## src/rtl/sclk_pkg.sv

```systemverilog
package sclk_pkg;
    typedef enum logic [1:0] {
        SRC_DIV  = 2'd0,
        SRC_PEER = 2'd1,
        SRC_PAD  = 2'd2,
        SRC_RSV  = 2'd3
    } src_e;

    typedef enum logic [1:0] {
        PAD_OFF  = 2'd0,
        PAD_CONT = 2'd1,
        PAD_XFER = 2'd2,
        PAD_RSV  = 2'd3
    } pad_e;

    typedef enum logic [1:0] {
        DV_IDLE = 2'd0,
        DV_LOW  = 2'd1,
        DV_HIGH = 2'd2
    } div_st_e;

    typedef enum logic {
        CFG_OK    = 1'b0,
        CFG_FAULT = 1'b1
    } cfg_st_e;
endpackage

```

## src/rtl/sclk_div.sv

```systemverilog
module sclk_div
    import sclk_pkg::*;
#(
    parameter int DIV_W = 12
) (
    input  logic             clk,
    input  logic             rst_n,
    input  logic [DIV_W-1:0] div_val,
    output logic             div_clk
);
    localparam int CW = DIV_W + 1;

    div_st_e          state, state_nxt;
    logic [DIV_W-1:0] cnt, cnt_nxt;
    logic             phase_done;

    assign phase_done = ({1'b0, cnt} + CW'(1)) >= {1'b0, div_val};

    always_ff @(posedge clk or negedge rst_n) begin
        if (!rst_n) begin
            state <= DV_IDLE;
            cnt   <= '0;
        end else begin
            state <= state_nxt;
            cnt   <= cnt_nxt;
        end
    end

    always_comb begin
        state_nxt = state;
        cnt_nxt   = cnt;
        if (div_val == '0) begin
            state_nxt = DV_IDLE;
            cnt_nxt   = '0;
        end else begin
            unique case (state)
                DV_IDLE: begin
                    state_nxt = DV_LOW;
                    cnt_nxt   = '0;
                end
                DV_LOW: begin
                    if (phase_done) begin
                        state_nxt = DV_HIGH;
                        cnt_nxt   = '0;
                    end else begin
                        cnt_nxt = cnt + 1'b1;
                    end
                end
                DV_HIGH: begin
                    if (phase_done) begin
                        state_nxt = DV_LOW;
                        cnt_nxt   = '0;
                    end else begin
                        cnt_nxt = cnt + 1'b1;
                    end
                end
                default: begin
                    state_nxt = DV_IDLE;
                    cnt_nxt   = '0;
                end
            endcase
        end
    end

    always_comb begin
        unique case (state)
            DV_HIGH: div_clk = 1'b1;
            default: div_clk = 1'b0;
        endcase
    end
endmodule

```

## src/rtl/sclk_sync.sv

```systemverilog
module sclk_sync #(
    parameter int STAGES = 2
) (
    input  logic clk,
    input  logic rst_n,
    input  logic pad_in,
    output logic pad_sync
);
    logic [STAGES-1:0] chain;

    always_ff @(posedge clk or negedge rst_n) begin
        if (!rst_n) chain <= '0;
        else        chain <= {chain[STAGES-2:0], pad_in};
    end

    assign pad_sync = chain[STAGES-1];
endmodule

```

## src/rtl/sclk_dir.sv

```systemverilog
module sclk_dir
    import sclk_pkg::*;
(
    input  logic       clk,
    input  logic       rst_n,
    input  logic       div_clk,
    input  logic       pad_sync,
    input  logic       peer_own,
    input  logic       peer_wants_me,
    input  logic [1:0] src,
    input  logic       inv,
    input  logic [1:0] mode,
    input  logic       active,
    output logic       own_base,
    output logic       clk_int,
    output logic       rise,
    output logic       pad_out,
    output logic       pad_oe,
    output logic       bad_cfg
);
    src_e src_s;
    pad_e mode_s;
    logic sel_clk, clk_q, mutual, contend;

    assign src_s  = src_e'(src);
    assign mode_s = pad_e'(mode);

    assign mutual  = (src_s == SRC_PEER) && peer_wants_me;
    assign contend = (src_s == SRC_PAD) && (mode_s == PAD_CONT);
    assign bad_cfg = mutual | contend;

    // Clock this direction offers its peer: never the peer's own clock.
    assign own_base = (src_s == SRC_PAD) ? pad_sync : div_clk;

    always_comb begin
        unique case (src_s)
            SRC_PEER: sel_clk = mutual ? div_clk : peer_own;
            SRC_PAD:  sel_clk = pad_sync;
            default:  sel_clk = div_clk;
        endcase
    end

    assign clk_int = sel_clk ^ inv;

    always_ff @(posedge clk or negedge rst_n) begin
        if (!rst_n) clk_q <= 1'b0;
        else        clk_q <= clk_int;
    end

    assign rise = clk_int & ~clk_q;

    always_comb begin
        unique case (mode_s)
            PAD_CONT: pad_oe = ~contend;
            PAD_XFER: pad_oe = active;
            default:  pad_oe = 1'b0;
        endcase
    end

    assign pad_out = pad_oe & div_clk;
endmodule

```

## src/rtl/sclk_mgr.sv

```systemverilog
module sclk_mgr
    import sclk_pkg::*;
#(
    parameter int DIV_W       = 12,
    parameter int SYNC_STAGES = 2
) (
    input  logic             clk,
    input  logic             rst_n,
    input  logic [DIV_W-1:0] div_val,
    input  logic [1:0]       tx_src,
    input  logic             tx_inv,
    input  logic [1:0]       tx_mode,
    input  logic             tx_active,
    input  logic             tx_pad_in,
    input  logic [1:0]       rx_src,
    input  logic             rx_inv,
    input  logic [1:0]       rx_mode,
    input  logic             rx_active,
    input  logic             rx_pad_in,
    output logic             tx_clk,
    output logic             tx_rise,
    output logic             tx_pad_out,
    output logic             tx_pad_oe,
    output logic             rx_clk,
    output logic             rx_rise,
    output logic             rx_pad_out,
    output logic             rx_pad_oe,
    output logic             cfg_err
);
    localparam int NDIR = 2;

    logic             div_clk;
    logic [NDIR-1:0]  pad_raw, pad_sync;
    logic             tx_own, rx_own, tx_bad, rx_bad;
    cfg_st_e          cfg_st, cfg_st_nxt;

    sclk_div #(.DIV_W(DIV_W)) u_div (
        .clk     (clk),
        .rst_n   (rst_n),
        .div_val (div_val),
        .div_clk (div_clk)
    );

    assign pad_raw = {rx_pad_in, tx_pad_in};

    for (genvar d = 0; d < NDIR; d++) begin : g_sync
        sclk_sync #(.STAGES(SYNC_STAGES)) u_sync (
            .clk      (clk),
            .rst_n    (rst_n),
            .pad_in   (pad_raw[d]),
            .pad_sync (pad_sync[d])
        );
    end

    sclk_dir u_tx (
        .clk           (clk),
        .rst_n         (rst_n),
        .div_clk       (div_clk),
        .pad_sync      (pad_sync[0]),
        .peer_own      (rx_own),
        .peer_wants_me (rx_src == SRC_PEER),
        .src           (tx_src),
        .inv           (tx_inv),
        .mode          (tx_mode),
        .active        (tx_active),
        .own_base      (tx_own),
        .clk_int       (tx_clk),
        .rise          (tx_rise),
        .pad_out       (tx_pad_out),
        .pad_oe        (tx_pad_oe),
        .bad_cfg       (tx_bad)
    );

    sclk_dir u_rx (
        .clk           (clk),
        .rst_n         (rst_n),
        .div_clk       (div_clk),
        .pad_sync      (pad_sync[1]),
        .peer_own      (tx_own),
        .peer_wants_me (tx_src == SRC_PEER),
        .src           (rx_src),
        .inv           (rx_inv),
        .mode          (rx_mode),
        .active        (rx_active),
        .own_base      (rx_own),
        .clk_int       (rx_clk),
        .rise          (rx_rise),
        .pad_out       (rx_pad_out),
        .pad_oe        (rx_pad_oe),
        .bad_cfg       (rx_bad)
    );

    always_ff @(posedge clk or negedge rst_n) begin
        if (!rst_n) cfg_st <= CFG_OK;
        else        cfg_st <= cfg_st_nxt;
    end

    always_comb begin
        unique case (cfg_st)
            CFG_OK:    cfg_st_nxt = (tx_bad | rx_bad) ? CFG_FAULT : CFG_OK;
            CFG_FAULT: cfg_st_nxt = CFG_FAULT;
            default:   cfg_st_nxt = CFG_OK;
        endcase
    end

    always_comb begin
        unique case (cfg_st)
            CFG_FAULT: cfg_err = 1'b1;
            default:   cfg_err = 1'b0;
        endcase
    end
endmodule

```

## config.mk

```make
export PLATFORM = sky130hd
export DESIGN_NAME = sclk_mgr
export DESIGN_NICKNAME = d
export VERILOG_FILES = /design/src/rtl/sclk_pkg.sv /design/src/rtl/sclk_div.sv /design/src/rtl/sclk_sync.sv /design/src/rtl/sclk_dir.sv /design/src/rtl/sclk_mgr.sv
export SDC_FILE = /design/constraint.sdc
export NUM_CORES = 1
export LEC_CHECK = 0
export ABC_AREA = 1
export BUFFER_PORTS_ARGS = -buffer_cell sky130_fd_sc_hd__buf_4
export CAP_MARGIN = 20
export CORE_MARGIN = 2
export CORE_UTILIZATION = 51
export CTS_BUF_LIST = sky130_fd_sc_hd__clkbuf_4 sky130_fd_sc_hd__clkbuf_8
export DETAILED_ROUTE_END_ITERATION = 7
export MAX_ROUTING_LAYER = met4
export PLACE_DENSITY = 0.87
export SLEW_MARGIN = 0
export SYNTH_ARGS = -nofsm -noshare
export SYNTH_HDL_FRONTEND = slang
export SYNTH_SLANG_ARGS = --single-unit
```

## constraint.sdc

```tcl
create_clock -name clk -period 2.3 [get_ports clk]
set_input_delay 0.46 -clock clk [delete_from_list [all_inputs] [get_ports clk]]
set_output_delay 0.46 -clock clk [all_outputs]
set_load 0.1 [all_outputs]
```

==> impl_metrics.toml, run 1 <==
[routing]
wl_per_cell_um = 16.78
wirelength_um = 5857
vias = 1787
ant_nets = 0
viasPerCell = 5.120
drtPass1Iterations = 4
drc_errors = 0
drt_iter0_drc = 67

[floorplan]
dieHeight_um = 62.65
start_util_pct = 52.99
num_rows = 21
die_width_um = 62.65
coreArea_sq_um = 3311
ioPinCount = 37
die_area_sq_um = 3924

[global_route]
gr-usage-met3_pct = 4.685
grt_max_degree = 22
globalRouteOverflowTotal = 0
grt_usage_pct = 30.10
grtUsageMet2_pct = 55.78
antenna_found_initial = 0
grt_pass1_vias = 2018
top_usage_layer = "met2"
gr-usage-met1_pct = 28.62
grt_pass1_wl_um = 8942

[worst_setup_path]
crit_top_cell = "nand2_1"
worstPathRequired_ns = 2.55
slowest_delay_ns = 0.48
cp-end-kind = "flop"
crit_path_start = "u_div.cnt[0]"
crit_path_top_delay_cell = "dfrtp_2"
worstRegToRegCells = 16
r2r-end = "u_div.state[0]"
reg2reg_from = "u_div.cnt[0]"
crit_path_start_kind = "flop"
path_cells = "nand3_4, nor2_4, nand3_2, inv_2, nand3_2, xnor2_2, ha_1, nand3_4, nor3_4, o21ai_1, nor2_2, nor2_4, buf_6, nand2_1, nand2_1, nand2_1"
crit_type = "reg2reg"
cp_max_fo = 4
r2r_setup_slack_ns = -0.26
critPathArrivalTime_ns = 2.81

[placed_design]
dp_cells = 325
gp_congestion = 0.7772
placed_area_sq_um = 2424
dp_hpwl_um = 3470
numPortBuffers = 36

[timing]
tightest_slew_ns = 0.3984
rsz0062_at_grt = "yes"
fmax_ghz = 0.3903
setup_tns_ns = -3.597
post-route-min-period_ns = 2.562
holdWs_ns = -0.001739
final_max_slew_viol_count = 0
worst_slack_ns = -0.2623
finClkSkew_ns = 0.01149
post-route-period-util_pct = 111.4
setup_viol = 18
slew_headroom_pct = 73.24
hold_viol = 5

[run]
cap_violations = 0

[synth]
yosysTopAreaCell = "dfrtp_1"
synth_top_area_share_pct = 29.96
syn_area_sq_um = 1754
ys_top_cells_by_area = "dfrtp_1 30%, ha_1 19%, inv_1 11%"
synth_seq_cells = 21
seq_area_frac_synth_pct = 29.96
yosysWarnings = 0
avgSynthCellArea_sq_um = 7.974
synth_cell_types = 19
syn_nets = 274
netlist_instances = 220

[cells_and_area]
antenna_cells = 0
post-route-util_pct = 87.00
drive_gt1_share_pct = 53.14
area_delta_synth_final_pct = 64.19
final_cell_area_sq_um = 2880
final_nets = 358
fillers = 176
final_cell_count_no_fill = 349

[clock_network]
cts_sinks = 21
cts-hold-fix-buffers = 0
ctsLongestPathBuffers = 2
cts_tree = "yes"
cts_buffers = 3
htree_levels = 1
path_clk_slew_ns = 0.13
clk_latency_ns = 0.31
cts_root_buf = "clkbuf_4"

[run_status]
violations = "negative hold slack, negative setup slack"
run_status = "finished, violations left"

[min_path]
hold_path_class = "in2async"

[pwr]
peakVddDrop_mv = 0.4468
p_leak_nw = 1.446
p_per_area_nw_per_um2 = 547.4
## per-layer routing
metal | wire length [um] | vias to the layer above
met2 | 3237 | 79
met3 | 231 | 28
met1 | 2071 | 852
li1 | - | 828
met4 | 316 | 0
met5 | 0 | -
## stage by stage
step / total power [mW] / worst slack (ns)
5_1_grt: 1.644 / -0.3655
2_1_floorplan: 0.9228 / -0.1758
6_report: 1.577 / -0.2623
4_1_cts: 1.460 / -0.1513
3_5_place_dp: 1.204 / -0.2267
3_3_place_gp: 1.168 / -0.1101
## worst max-delay path by stage
stage | depth (start not counted) | slack (ns) | end
final | 16 | -0.26 | u_div.state[0]
after global routing | 17 | -0.37 | u_div.state[0]
after CTS | 17 | -0.15 | u_div.cnt[11]
after detailed placement | 16 | -0.23 | u_div.cnt[0]
after global placement | 17 | -0.11 | u_div.cnt[11]
after floorplan | 6 | -0.18 | rx_pad_out
## state kept, by name, indices dropped and copies added (netlist names)
| name | count |
|---|---|
| u_div.cnt | 12 |
| g_sync.u_sync.chain | 4 |
| u_div.state | 2 |
| cfg_st | 1 |
| u_rx.clk_q | 1 |
| u_tx.clk_q | 1 |
## layout make-up
class | instances | area, sq um | area share [%]
multi-input cells | 145 | 1366 | 47.44
clock inverters | 1 | 5.005 | 0.1738
clock buffers | 3 | 22.52 | 0.7819
repair buffers | 80 | 691.9 | 24.02
flip-flops and latches | 21 | 528.0 | 18.33
well taps | 46 | 57.56 | 1.998
inverters | 53 | 209.0 | 7.255
## cell families (layout without fill, tap and decap cells)
kind of cell | Yosys count | after routing | synth area share [%]
AND/OR/NAND/NOR | 99 | 99 | 30.74
buffers and inverters | 54 | 137 | 12.48
adder cells (fa/ha/maj) | 26 | 26 | 18.54
AO/OA/AOI/OAI | 8 | 8 | 2.282
XOR/XNOR | 12 | 12 | 5.991
flip-flops | 21 | 21 | 29.96
## placed cells by master, fill, tap and decap left out
cell type / Yosys / routed
inv_4: 0 / 1
dfrtp_1: 21 / 19
and2_2: 0 / 2
nand3_1: 18 / 4
ha_2: 0 / 2
buf_4: 0 / 72
inv_1: 53 / 45
nor2_1: 15 / 6
nor3_4: 0 / 1
nand3_2: 0 / 10
clkbuf_4: 0 / 3
dfrtp_2: 0 / 2
ha_4: 0 / 6
nand4_1: 5 / 5
buf_12: 1 / 7
o21ai_2: 0 / 2
xor2_1: 10 / 3
xnor2_2: 0 / 2
inv_2: 0 / 5
o21ai_1: 1 / 1
nor2_4: 13 / 19
buf_6: 0 / 1
a21oi_4: 0 / 2
ha_1: 26 / 18
xor2_2: 0 / 7
nand3_4: 1 / 5
clkinv_2: 0 / 1
clkinvlp_4: 0 / 2
nand2_4: 0 / 1
nand2_2: 3 / 5
nand2_1: 37 / 34
nor3_1: 4 / 3
nor2_2: 0 / 3
a21oi_1: 5 / 3
nor3b_1: 1 / 1
## cells in the mapped netlist
cell and number:
nand3_1 18, dfrtp_1 21, nand3_4 1, nand4_1 5
inv_1 53, xor2_1 10, a21oi_1 5, o21ai_1 1
ha_1 26, nand2_1 37, o21ai_0 2, and2_1 2
buf_12 1, nor2_4 13, nand2_2 3, xnor2_1 2
nor2_1 15, nor3b_1 1, nor3_1 4
## power by group
| group | internal [mW] | switching, mW |
|---|---|---|
| registers | 0.408 | 0.0514 |
| logic | 0.409 | 0.524 |
| clock network | 0.0650 | 0.120 |
| total | 0.882 | 0.695 |
## what timing repair did
item	CTS	global route
setup buffers	14	6
gates resized for setup	31	31
pin swaps	15	16
setup endpoints to repair	18	18
## worst max-delay path, delay by kind of cell, from the launching register on
kind	cells	cell delay, ns
compound gates	1	0.12
xor+xnor	1	0.17
fa+ha+maj	1	0.37
buf+inv	2	0.22
flops	1	0.48
simple gates	11	1.14
(Power assumes the default switching activity.)
==> run 2, diff against run 1 <==
Settings changed: CORE_UTILIZATION 51 to 30, PLACE_DENSITY 0.87 to 0.6.
==> run 2 against run 1 <==
The flow finishes with violations (negative setup slack). Maximum frequency is 7.3% higher. Largest power group unchanged. Sequential share of layout area is 0.13 points lower. Sequential cell count stayed put. Critical endpoint is now u_div.cnt[0].
==> impl_metrics.toml, run 2 (synthesis gave the netlist of run 1 again) <==
[timing]
final_max_slew_viol_count = 0
holdWs_ns = 0.06531
setup_tns_ns = -1.075
post-route-period-util_pct = 103.8
finClkSkew_ns = 0.006513
tightest_slew_ns = 0.3893
worst_slack_ns = -0.08840
hold_viol = 0
rsz0062_at_grt = "yes"
setup_viol = 16
slew_headroom_pct = 73.85
post-route-min-period_ns = 2.388
fmax_ghz = 0.4187

[pwr]
p_total_mw = 1.524
p_per_area_nw_per_um2 = 527.9
p_leak_nw = 1.425
peakVddDrop_mv = 0.2760

[run_status]
violations = "negative setup slack"
run_status = "finished, violations left"

[cells_and_area]
final_nets = 355
fillers = 533
layout_common_cells = "70 x buf_4, 45 x inv_1, 34 x nand2_1"
final_cell_count_no_fill = 372
area_delta_synth_final_pct = 64.55
drive_gt1_share_pct = 52.00
largest_register_ffs = 12
top_register = "u_div.cnt"
antenna_cells = 0
final_common_cell = "buf_4"
reg_top3 = "u_div.cnt (12), g_sync.u_sync.chain (4), u_div.state (2)"

[worst_setup_path]
crit_path_start = "u_div.cnt[0]"
worstRegToRegCells = 16
reg2reg_from = "u_div.cnt[0]"
endpoint = "u_div.cnt[0]"
worstPathRequired_ns = 2.47
cp-end-kind = "flop"
r2r_setup_slack_ns = -0.09
cp_max_fo = 6
crit_path_start_kind = "flop"
critPathArrivalTime_ns = 2.55
r2r-end = "u_div.cnt[0]"
crit_type = "reg2reg"

[floorplan]
ioPinCount = 37
start_util_pct = 31.47
die_area_sq_um = 6475
coreArea_sq_um = 5574
dieHeight_um = 80.47
die_width_um = 80.47
num_rows = 27

[placed_design]
numPortBuffers = 36
gp_congestion = 0.8129
dp_cells = 357
dp_hpwl_um = 3059
pre_cts_slack_ns = -0.1431

[routing]
wirelength_um = 4081
ant_nets = 0
vias = 1593
drc_errors = 0
viasPerCell = 4.282
drtPass1Iterations = 4
drt_iter0_drc = 26
wl_per_cell_um = 10.97

[run]
cap_violations = 0

[clock_network]
clk_latency_ns = 0.27
ctsLongestPathBuffers = 2
path_clk_slew_ns = 0.09
cts_tree = "yes"
cts_sinks = 21
cts-hold-fix-buffers = 0
htree_levels = 1
cts_buffers = 3
cts_root_buf = "clkbuf_8"

[global_route]
grt_pass1_vias = 1613
grt_pass1_wl_um = 6962
globalRouteOverflowTotal = 0
grt_usage_pct = 13.97
antenna_found_initial = 0
grt_max_degree = 22

[min_path]
hold_path_class = "in2async"
[run 2: changes by cell type in the layout (fill, tap and decap cells not counted), sizes merged]
cell / before / now
buf: 80 / 77
[run 2: how the worst min path moves through the flow]
stage | depth (start not counted) | endpoint
floorplan | 0 | cfg_st
finish | 1 | u_div.cnt[10]
CTS | 1 | u_div.cnt[8]
global placement | 0 | g_sync[1].u_sync.chain[1]
global route | 1 | u_div.cnt[2]
detailed placement | 0 | g_sync[1].u_sync.chain[1]
[run 2: what timing repair did]
item,in CTS,in global routing
hold endpoints to repair,0,0
gates resized for setup,33,25
pin swaps,14,21
setup buffers,7,4
setup endpoints to repair,18,18
[run 2: through the flow]
stage	util [%]	instance area (sq um)
2_1_floorplan	-	1898
3_3_place_gp	44.65	2489
3_5_place_dp	44.65	2489
4_1_cts	48.82	2721
5_1_grt	51.78	2887
6_report	51.78	2887
[run 2: layout make-up]
| class | count | area [sq um] | area share (%) |
|---|---|---|---|
| tap | 72 | 90.09 | 3.121 |
| clock buffer | 3 | 41.29 | 1.430 |
| multi-input combinational | 145 | 1359 | 47.07 |
| inverter | 53 | 209.0 | 7.239 |
| clock inverter | 1 | 5.005 | 0.1734 |
| timing repair buffer | 77 | 656.9 | 22.76 |
| sequential | 21 | 525.5 | 18.21 |
[run 2: where the power goes]
part	switching (mW)	leakage, nW	internal (mW)
Clock	0.133	0.0255	0.121
Combinational	0.459	1.13	0.374
Sequential	0.0309	0.270	0.406
Total	0.623	1.43	0.900
[run 2: layer usage]
metal	part of all wire (%)	vias up	track usage, %
met5	0	-	-
met4	0.76	0	4.068
met3	4.9	4	1.798
met2	52	42	24.00
met1	43	723	17.20
li1	-	824	-
[run 2: worst max-delay path: stages (launching register included)]
cell,delay [ns]
dfrtp_1,0.42
nand3_2,0.12
nor2_4,0.13
nand3_2,0.10
inv_2,0.09
nand3_2,0.08
xor2_2,0.19
inv_2,0.07
ha_4,0.27
nand3_4,0.07
nor3_4,0.18
o21ai_2,0.08
nor2_2,0.13
nor2_4,0.07
nand3_4,0.11
buf_12,0.15
nor2_2,0.03
